### config.mk
export PLATFORM = sky130hd
export DESIGN_NAME = rtc3w_slave
export DESIGN_NICKNAME = d
export VERILOG_FILES = /design/src/rtl/rtc3w_pkg.sv /design/src/rtl/rtc3w_lines.sv /design/src/rtl/rtc3w_image.sv /design/src/rtl/rtc3w_regs.sv /design/src/rtl/rtc3w_slave.sv
export SDC_FILE = /design/constraint.sdc
export NUM_CORES = 1
export LEC_CHECK = 0
export BUFFER_PORTS_ARGS = -buffer_cell sky130_fd_sc_hd__buf_2
export CELL_PAD_IN_SITES_DETAIL_PLACEMENT = 0
export CELL_PAD_IN_SITES_GLOBAL_PLACEMENT = 1
export CORE_UTILIZATION = 47
export DETAILED_ROUTE_END_ITERATION = 7
export PLACE_DENSITY_LB_ADDON = 0.1
export SYNTH_ARGS = -nofsm -noshare
export SYNTH_HDL_FRONTEND = slang
export SYNTH_SLANG_ARGS = --single-unit
### constraint.sdc
create_clock -name clk_i -period 2.63 [get_ports clk_i]
set_input_delay 0.526 -clock clk_i [delete_from_list [all_inputs] [get_ports clk_i]]
set_output_delay 0.526 -clock clk_i [all_outputs]
set_load 0.02 [all_outputs]
### src/rtl/rtc3w_pkg.sv
package rtc3w_pkg;
  localparam int IMG_BYTES = 7;
  localparam int IMG_W     = IMG_BYTES * 8;
  localparam int CNT_W     = $clog2(IMG_W + 1);

  typedef enum logic [2:0] {
    ST_IDLE, ST_CMD, ST_DIR, ST_WR, ST_RD
  } st_e;

  function automatic logic [7:0] to_bcd(input logic [6:0] v);
    return {4'(v / 7'd10), 4'(v % 7'd10)};
  endfunction

  function automatic logic [CNT_W-1:0] xfer_len(input logic [2:0] idx,
                                                input logic [3:0] s2_lo);
    case (idx)
      3'd2:      return CNT_W'(56);
      3'd3,
      3'd5:      return CNT_W'(24);
      3'd4:      return (s2_lo == 4'd4) ? CNT_W'(24) : CNT_W'(8);
      default:   return CNT_W'(8);
    endcase
  endfunction
endpackage

### src/rtl/rtc3w_lines.sv
module rtc3w_lines (
  input  logic       clk_i,
  input  logic       rst_ni,
  input  logic       wr_valid_i,
  input  logic [7:0] wr_data_i,
  output logic       sio_o,
  output logic       cs_o,
  output logic       cs_q_o,
  output logic       start_o,
  output logic       fall_o,
  output logic [7:0] port_q_o
);
  logic sio_q, sck_q, cs_q;
  logic sio_n, sck_n, cs_n;

  assign sio_n = wr_data_i[4] ? wr_data_i[0] : sio_q;
  assign sck_n = wr_data_i[5] ? wr_data_i[1] : sck_q;
  assign cs_n  = wr_data_i[6] ? wr_data_i[2] : cs_q;

  assign sio_o   = sio_n;
  assign cs_o    = cs_n;
  assign cs_q_o  = cs_q;
  assign start_o = wr_valid_i & ~cs_q & sck_q & cs_n & sck_n;
  assign fall_o  = wr_valid_i & sck_q & ~sck_n;

  always_ff @(posedge clk_i or negedge rst_ni) begin
    if (!rst_ni) begin
      sio_q    <= 1'b0;
      sck_q    <= 1'b0;
      cs_q     <= 1'b0;
      port_q_o <= '0;
    end else if (wr_valid_i) begin
      sio_q    <= sio_n;
      sck_q    <= sck_n;
      cs_q     <= cs_n;
      port_q_o <= wr_data_i;
    end
  end
endmodule

### src/rtl/rtc3w_image.sv
module rtc3w_image
  import rtc3w_pkg::*;
(
  input  logic [2:0]       idx_i,
  input  logic [7:0]       s1_i,
  input  logic [7:0]       s2_i,
  input  logic [7:0]       adj_i,
  input  logic [7:0]       gp_i,
  input  logic [6:0]       year_i,
  input  logic [3:0]       month_i,
  input  logic [4:0]       day_i,
  input  logic [2:0]       wday_i,
  input  logic [4:0]       hour_i,
  input  logic [5:0]       min_i,
  input  logic [5:0]       sec_i,
  output logic [IMG_W-1:0] img_o
);
  logic [7:0] b_year, b_mon, b_day, b_wd, b_hour, b_min, b_sec;

  assign b_year = to_bcd(year_i);
  assign b_mon  = to_bcd({3'd0, month_i});
  assign b_day  = to_bcd({2'd0, day_i});
  assign b_wd   = {5'd0, wday_i + 3'd6};
  assign b_hour = to_bcd({2'd0, hour_i});
  assign b_min  = to_bcd({1'b0, min_i});
  assign b_sec  = to_bcd({1'b0, sec_i});

  // byte 0 sits in bits [7:0] and leaves first
  always_comb begin
    img_o = '0;
    case (idx_i)
      3'd0: img_o[7:0]  = s1_i;
      3'd1: img_o[7:0]  = s2_i;
      3'd2: img_o       = {b_sec, b_min, b_hour, b_wd, b_day, b_mon, b_year};
      3'd3: img_o[23:0] = {b_sec, b_min, b_hour};
      3'd6: img_o[7:0]  = adj_i;
      3'd7: img_o[7:0]  = gp_i;
      default: img_o    = '0;
    endcase
  end
endmodule

### src/rtl/rtc3w_regs.sv
module rtc3w_regs (
  input  logic       clk_i,
  input  logic       rst_ni,
  input  logic       rd_load_i,
  input  logic       commit_i,
  input  logic [2:0] idx_i,
  input  logic [7:0] wbyte_i,
  output logic [7:0] s1_o,
  output logic [7:0] s2_o,
  output logic [7:0] adj_o,
  output logic [7:0] gp_o
);
  always_ff @(posedge clk_i or negedge rst_ni) begin
    if (!rst_ni) begin
      s1_o  <= 8'h02;
      s2_o  <= 8'h00;
      adj_o <= 8'h00;
      gp_o  <= 8'h00;
    end else if (rd_load_i) begin
      if (idx_i == 3'd0) s1_o <= s1_o & 8'h7F;
    end else if (commit_i) begin
      case (idx_i)
        3'd0: s1_o  <= (s1_o & 8'hF1) | wbyte_i | 8'h0E;
        3'd1: s2_o  <= wbyte_i;
        3'd6: adj_o <= wbyte_i;
        3'd7: gp_o  <= wbyte_i;
        default: ;
      endcase
    end
  end
endmodule

### src/rtl/rtc3w_slave.sv
module rtc3w_slave
  import rtc3w_pkg::*;
(
  input  logic       clk_i,
  input  logic       rst_ni,
  input  logic       wr_valid_i,
  input  logic [7:0] wr_data_i,
  output logic [7:0] rd_data_o,
  input  logic [6:0] year_i,
  input  logic [3:0] month_i,
  input  logic [4:0] day_i,
  input  logic [2:0] wday_i,
  input  logic [4:0] hour_i,
  input  logic [5:0] min_i,
  input  logic [5:0] sec_i
);
  st_e              state_q;
  logic [CNT_W-1:0] cnt_q, len_q;
  logic [2:0]       idx_q;
  logic             ok_q;
  logic [IMG_W-1:0] buf_q, img;
  logic             out_bit_q, drive_q;
  logic             sio_n, cs_n, cs_q, start, fall;
  logic [7:0]       port_q;
  logic [7:0]       s1, s2, adj, gp, wbyte;
  logic             rd_load, commit, last;

  rtc3w_lines u_lines (
    .clk_i, .rst_ni, .wr_valid_i, .wr_data_i,
    .sio_o(sio_n), .cs_o(cs_n), .cs_q_o(cs_q),
    .start_o(start), .fall_o(fall), .port_q_o(port_q)
  );

  rtc3w_image u_image (
    .idx_i(idx_q), .s1_i(s1), .s2_i(s2), .adj_i(adj), .gp_i(gp),
    .year_i, .month_i, .day_i, .wday_i, .hour_i, .min_i, .sec_i,
    .img_o(img)
  );

  assign last    = (cnt_q == len_q - CNT_W'(1));
  assign rd_load = fall & cs_n & sio_n & (state_q == ST_DIR);
  assign commit  = fall & last & (state_q == ST_WR);
  assign wbyte   = (cnt_q == CNT_W'(7)) ? {sio_n, buf_q[6:0]} : buf_q[7:0];

  rtc3w_regs u_regs (
    .clk_i, .rst_ni, .rd_load_i(rd_load), .commit_i(commit),
    .idx_i(idx_q), .wbyte_i(wbyte),
    .s1_o(s1), .s2_o(s2), .adj_o(adj), .gp_o(gp)
  );

  always_ff @(posedge clk_i or negedge rst_ni) begin
    if (!rst_ni) begin
      state_q   <= ST_IDLE;
      cnt_q     <= '0;
      len_q     <= CNT_W'(8);
      idx_q     <= '0;
      ok_q      <= 1'b0;
      buf_q     <= '0;
      out_bit_q <= 1'b0;
      drive_q   <= 1'b0;
    end else if (wr_valid_i) begin
      drive_q <= 1'b0;
      case (state_q)
        ST_IDLE: if (start) begin
          state_q <= ST_CMD;
          cnt_q   <= '0;
          idx_q   <= '0;
          ok_q    <= 1'b1;
        end
        ST_CMD: if (!cs_n) begin
          state_q <= ST_IDLE;
        end else if (fall) begin
          cnt_q <= cnt_q + CNT_W'(1);
          if (cnt_q == CNT_W'(1) || cnt_q == CNT_W'(2)) ok_q <= ok_q & sio_n;
          if (cnt_q == CNT_W'(4)) idx_q[0] <= sio_n;
          if (cnt_q == CNT_W'(5)) idx_q[1] <= sio_n;
          if (cnt_q == CNT_W'(6)) begin
            idx_q[2] <= sio_n;
            state_q  <= ok_q ? ST_DIR : ST_IDLE;
          end
        end
        ST_DIR: if (!cs_n) begin
          state_q <= ST_IDLE;
        end else if (fall) begin
          cnt_q <= '0;
          len_q <= xfer_len(idx_q, s2[3:0]);
          if (sio_n) begin
            state_q <= ST_RD;
            buf_q   <= img;
          end else begin
            state_q <= ST_WR;
            buf_q   <= '0;
          end
        end
        ST_WR: if (fall) begin
          buf_q[cnt_q] <= sio_n;
          cnt_q        <= cnt_q + CNT_W'(1);
          if (last) state_q <= ST_IDLE;
        end
        ST_RD: if (fall) begin
          out_bit_q <= buf_q[cnt_q];
          drive_q   <= 1'b1;
          cnt_q     <= cnt_q + CNT_W'(1);
          if (last) state_q <= ST_IDLE;
        end
        default: state_q <= ST_IDLE;
      endcase
    end
  end

  assign rd_data_o = {port_q[7:1], drive_q ? out_bit_q : port_q[0]};
endmodule

* Word level (Yosys, flattened, before mapping)
Cells that the tools add are included.
** Storage, ports and cells
- Bits in registers :: 120
- Input port bits :: 47
- Word-level logic and storage cells :: 165
** Operators by class
- Div/mod/pow operators :: 12
- Add/sub/neg operators :: 3
- $lt $le $gt $ge :: 2
- Bitwise operators :: 16
- Reductions and logical operators :: 24
- Mux-type cells :: 55
- Equality and inequality tests :: 34
** Operator list (count)
- $mux W56 :: 4
- $pmux W56 S2 :: 1
- $bwmux W56 :: 1
- $pmux W8 S6 :: 1
- $mux W8 :: 5
- $mux W3 :: 12
- $mux W32 :: 1
- $pmux W16 S2 :: 1
- $mux W6 :: 5
- $reduce_and A6 Y1 :: 5
- $eq A6 B3 Y1 const B :: 4
- $pmux W6 S4 :: 1
- $ne A2 B2 Y1 const B :: 10
- $pmux W6 S3 :: 1
- $eq A3 B3 Y1 const B :: 5
- $mux W1 :: 15
- $reduce_and A3 Y1 :: 5
- $div A5 B4 Y7 const B :: 2
- $div A6 B4 Y7 const B :: 2
- $mod A5 B4 Y7 const B :: 2
- $mod A6 B4 Y7 const B :: 2
- $and A1 B1 Y1 :: 12
- $eq A3 B2 Y1 const B :: 4
- $pmux W3 S4 :: 1
- 34 further kinds :: 44

* Longest topological paths before layout
- Depth after elaboration :: 8
- Depth in mapped cells :: 14
- Gate-level depth less buffers :: 12

* Cells and area by module
Synthesis repeated with hierarchy kept, for this count alone.
** Unflattened totals
- Cell total of the unflattened synthesis :: 1065
- Area, all modules :: 8753.4 um2
** By module, submodules not included
- rtc3w_slave :: area an instance 4833.4 um2, cells each 601, times used 1
- rtc3w_image :: area an instance 2198.4 um2, cells each 354, times used 1
- rtc3w_regs :: area an instance 1241.2 um2, cells each 73, times used 1
- rtc3w_lines :: area an instance 480.5 um2, cells each 37, times used 1

* Worst setup path before layout
OpenSTA, ideal clock, no wires.
- Path kind :: input -> register
- From :: input port min_i[5]
- To :: register buf_q[9]
- Data arrival time :: 2809 ps
- Buffers on the path :: 2
- Library setup time :: 141 ps
- Path slack :: -320 ps
- Cell stages on the path :: 14
- Path through :: clkbuf_1 -> nor2b_1 -> nand3_1 -> o21ai_0 -> a21oi_1 -> ha_1 -> clkbuf_1 -> inv_1 -> nor2_1 -> a2111oi_0 -> o32ai_1 -> xnor2_1 -> a221oi_1 -> a211oi_1
** On the way
- Longest elaborated chain between the ends :: 6
** RTL lines
- from (decl) :: RTL line rtc3w_slave.sv:14 : input logic [5:0] min_i,
- $mod A6 B4 Y7 :: RTL line rtc3w_pkg.sv:11 : return {4'(v / 7'd10), 4'(v % 7'd10)};
- $pmux W16 S2 :: RTL line rtc3w_image.sv:31 : case (idx_i)
- $mux W56 :: RTL line rtc3w_slave.sv:87 : if (sio_n) begin
- $mux W56 :: RTL line rtc3w_slave.sv:84 : end else if (fall) begin
- $mux W56 :: RTL line rtc3w_slave.sv:82 : ST_DIR: if (!cs_n) begin
- $pmux W56 S2 :: RTL line rtc3w_slave.sv:63 : case (state_q)
- to (signal assigned) :: RTL line rtc3w_slave.sv:89 : buf_q <= img;
- to (signal, indexed assignment) :: RTL line rtc3w_slave.sv:96 : buf_q[cnt_q] <= sio_n;
- to (decl) :: RTL line rtc3w_slave.sv:21 : logic [IMG_W-1:0] buf_q, img;
Every way passes these cells. The select of a mux whose other input is x is not followed.
A chain may end at the register's enable or synchronous reset.

* Worst setup path in the final report
- From :: register cnt_q[1]
- To :: register out_bit_q
** On the way
- Longest elaborated chain between the ends :: 2
** RTL lines
- from (decl) :: RTL line rtc3w_slave.sv:18 : logic [CNT_W-1:0] cnt_q, len_q;
- from (signal assigned) :: RTL line rtc3w_slave.sv:73 : cnt_q <= cnt_q + CNT_W'(1);
- from (signal assigned) :: RTL line rtc3w_slave.sv:97 : cnt_q <= cnt_q + CNT_W'(1);
- from (signal assigned) :: RTL line rtc3w_slave.sv:103 : cnt_q <= cnt_q + CNT_W'(1);
- $bmux W1 S6 :: RTL line rtc3w_slave.sv:101 : out_bit_q <= buf_q[cnt_q];
- $mux W1 (not written as such) :: RTL line rtc3w_slave.sv:101
- to (signal assigned) :: RTL line rtc3w_slave.sv:101
- to (decl) :: RTL line rtc3w_slave.sv:22 : logic out_bit_q, drive_q;
Every way passes these cells. The select of a mux whose other input is x is not followed.

==> metrics.txt <==
area growth from synthesis to layout 21.9%; Comb pwr share 0.317; # nets final 1179; # rows 48; met1 Use GR 0.443; ys flop type dfrtp_1; Die H 135 um; path type of the worst min-delay path input port to asynchronous set/reset pin; # clock sinks 115; Buffers on Ports 54; Mapped Nets around 1100; Power Internal roughly 4.1 mW; Final Skew a little over 8 ps; Post-CTS Setup Bufs 0; switching part of the total 0.367; global route overflow 0; clk slew on worst S/H paths ~60 ps; critical path depth in cells 9; synth unique cells 76; wire length of the first global-routing pass about 43000 um; DRC errors left 0; sequential fraction of the synthesis area 0.347; CP max-delay cell mux4_2; Critical R2R Capture out_bit_q; hpwl dp between 15000 and 20000 um; sw power 2.37 mW; latest clock arrival within the worst-skew pair 430 ps; CP endpoint out_bit_q; outcome finished, final reports clean; Die Area between 0.015 and 0.02 mm^2; Multi-input gate area 0.00500 mm^2; Root Driver clkbuf_16; endpoint class of the critical path flop; worst path bufs/invs 2; Syn. warnings 0; Tmin final roughly 2500 ps; Initial Util 0.481; Final period util 0.955; Peak supply drop about 0.40 mV; critical path data required time slightly below 3000 ps; final hold vios 0; sequential share of power 0.324; asr flop ratio synth 1.00; CTS tree built; Post-Synthesis Cell Area around 0.0083 mm^2; actual slew at the worst max-slew pin between 1000 and 1500 ps; largest net degree at the start of global routing just under 50; Crit Path Category flop to flop; Max Slew Vio Count 0; met3 GRT Util 0.0556; crit path max fanout 27; drt first-iter violations around 710; initial antenna violation count 0; Detail Route Antenna Nets 0; die extent in x approximately 130 um; share of cells above drive strength 1 0.248; relative slew slack 0.170; H-tree levels 4; gp weighted congestion approximately 0.85; Worst Reg2Reg Path Length in Cells 9; Seq cells post-synth roughly 120; core footprint ~0.017 mm^2; Vias per Instance 6.09; Critical Path Start cnt_q[1]; Clk network pwr share 0.359; worst reg2reg startpoint cnt_q[1]; GR met2 Demand/Resource 0.456; Leak roughly 4.4 nW; clk buf depth 2; GR peak layer met2; setup violators final 0; gr usage total 0.304; Post-Syn Area per Cell a little over 8 um^2; Core Util, Final 0.586; Critical Path Most Common Cell o21ai_0; vias in the first global route 7817; CTS Buf Count 17; slowest stage delay, CP 510 ps; vias post-DR a little over 8000; Worst setup SP type flop; Post-Route Setup TNS 0 ps; Seq. cell area approximately 0.0029 mm^2; Fmax achieved between 300 and 400 MHz; max-capacitance violation count 0; antenna fix cells 0; crit path cell chain buf_12, mux4_2, nand2_1, o21ai_0, a311oi_1, nor3_1, nor4b_1, buf_4, o21ai_0; final wirelength 26400 um; drt wl/cell about 20 um; first drt pass iteration count 5; RSZ-0062 raised after global routing false; Post-Synthesis Cells 1005; WP data arrival approximately 2800 ps; Worst R2R Setup Slack ~120 ps; Post-synth EDFFs 0; PD cells about 640 mW/mm^2; hold_buf cts 0; Filler cells 1558; # IOs 55; CP delay by family, top simple AND/OR/NAND/NOR gates; CTS resizes 0
Yosys cell counts, types with 5 or more instances:
library cell / number / area, um^2
o21ai_0: 131 / 656
dfrtp_1: 114 / 2850
a21oi_1: 94 / 470
nand2_1: 80 / 300
nor2_1: 75 / 282
clkbuf_1: 55 / 206
mux2_2: 39 / 439
nor3_1: 34 / 170
inv_1: 32 / 120
a31oi_1: 29 / 181
mux2i_1: 26 / 260
nand3_1: 24 / 120
nand2b_1: 21 / 131
nor2b_1: 17 / 106
ha_1: 14 / 175
o31ai_1: 14 / 105
buf_2: 12 / 60.1
a21o_1: 9 / 67.6
a221oi_1: 9 / 78.8
a211oi_1: 8 / 60.1
a22oi_1: 8 / 60.1
buf_4: 8 / 60.1
mux2_1: 8 / 90.1
o211ai_1: 8 / 60.1
xnor2_1: 8 / 70.1
and3_1: 7 / 43.8
nand4_1: 7 / 43.8
nor3b_1: 6 / 45.0
o41ai_1: 6 / 52.6
or2_2: 6 / 37.5
a311oi_1: 5 / 43.8
buf_1: 5 / 18.8
nand3b_1: 5 / 37.5
o22ai_1: 5 / 31.3
logic make-up after synthesis:
kind of cell,after synthesis,share of synthesized area
AO/OA/AOI/OAI,375,0.279
XOR/XNOR,9,0.00951
adder cells (fa/ha/maj),14,0.0211
buffers and inverters,113,0.0566
flip-flops,115,0.347
multiplexers,76,0.103
AND/OR/NAND/NOR,303,0.183
through the flow:
stage	area [um^2]	cells	power, mW	hold WS, ps	worst slack (ps)
final	10100	1356	6.45	115	118
after global routing	10100	1356	6.75	154	20.9
after CTS	10100	1356	6.45	124	171
after detailed placement	9520	1324	4.12	444	-165
after global placement	9520	1324	4.11	438	-51.0
after floorplan	8350	1005	3.31	230	16.2
per-layer routing:
metal,part of all wire,up-vias
li1,-,3956
met1,0.47,3936
met2,0.44,324
met3,0.068,38
met4,0.020,0
met5,0,-
cells in the final DEF (no fill, tap or decap), drive strengths merged, types with 4 or more instances in the layout:
cell      n
buf     174
o21ai   131
o211ai    8
clkbuf   17
mux2     47
nor3b     6
o41ai     6
dfrtp   114
mux2i    26
clkinv    5
nand2    80
ha       14
a21oi    94
inv      41
nand3    25
a211oi    8
a311oi    5
and3      7
o221ai    4
a31oi    29
nand2b   21
nor2     75
nor2b    17
o31ai    14
o22ai     5
nand3b    5
or2       8
a22oi     8
xnor2     8
a21o      9
nand4     7
a221oi   10
nor3     36
state kept, by name, summed over array words and instances, names as in the netlist, 2 cells and up:
register / count
u_regs.s1_o: 7
u_regs.s2_o: 8
u_regs.adj_o: 8
u_lines.port_q_o: 8
idx_q: 3
cnt_q: 6
state_q: 3
u_regs.gp_o: 8
buf_q: 56
len_q: 2
worst min-delay path by stage:
stage	start	to	slack (ps)
6_report	rst_ni	buf_q[25]	110
5_1_grt	rst_ni	buf_q[25]	150
4_1_cts	rst_ni	buf_q[55]	120
3_5_place_dp	u_regs.s1_o[5]	u_regs.s1_o[5]	440
3_3_place_gp	u_regs.s1_o[5]	u_regs.s1_o[5]	440
2_1_floorplan	rst_ni	buf_q[0]	230
worst reg2reg max path, stage by stage, from the launching register on:
cell and delay, ps:
dfrtp_1 390, buf_12 200, mux4_2 520, nand2_1 80, o21ai_0 100, a311oi_1 300
nor3_1 80, nor4b_1 480, buf_4 190, o21ai_0 70
power groups by stage:
stage | registers (mW) | clock network, mW | logic (mW)
global placement | 2.12 | 0 | 1.99
floorplan | 2.02 | 0 | 1.29
detailed placement | 2.12 | 0 | 2.00
global route | 2.11 | 2.42 | 2.23
CTS | 2.09 | 2.35 | 2.01
finish | 2.09 | 2.32 | 2.04
area by class of cell:
type	count	share of cell area
clock buffers	17	0.0421
clock inverters	15	0.0160
inverters	33	0.0124
multi-input cells	777	0.494
flip-flops and latches	115	0.285
well taps	225	0.0279
repair buffers	174	0.122
Power figures use the tool's default switching activity.
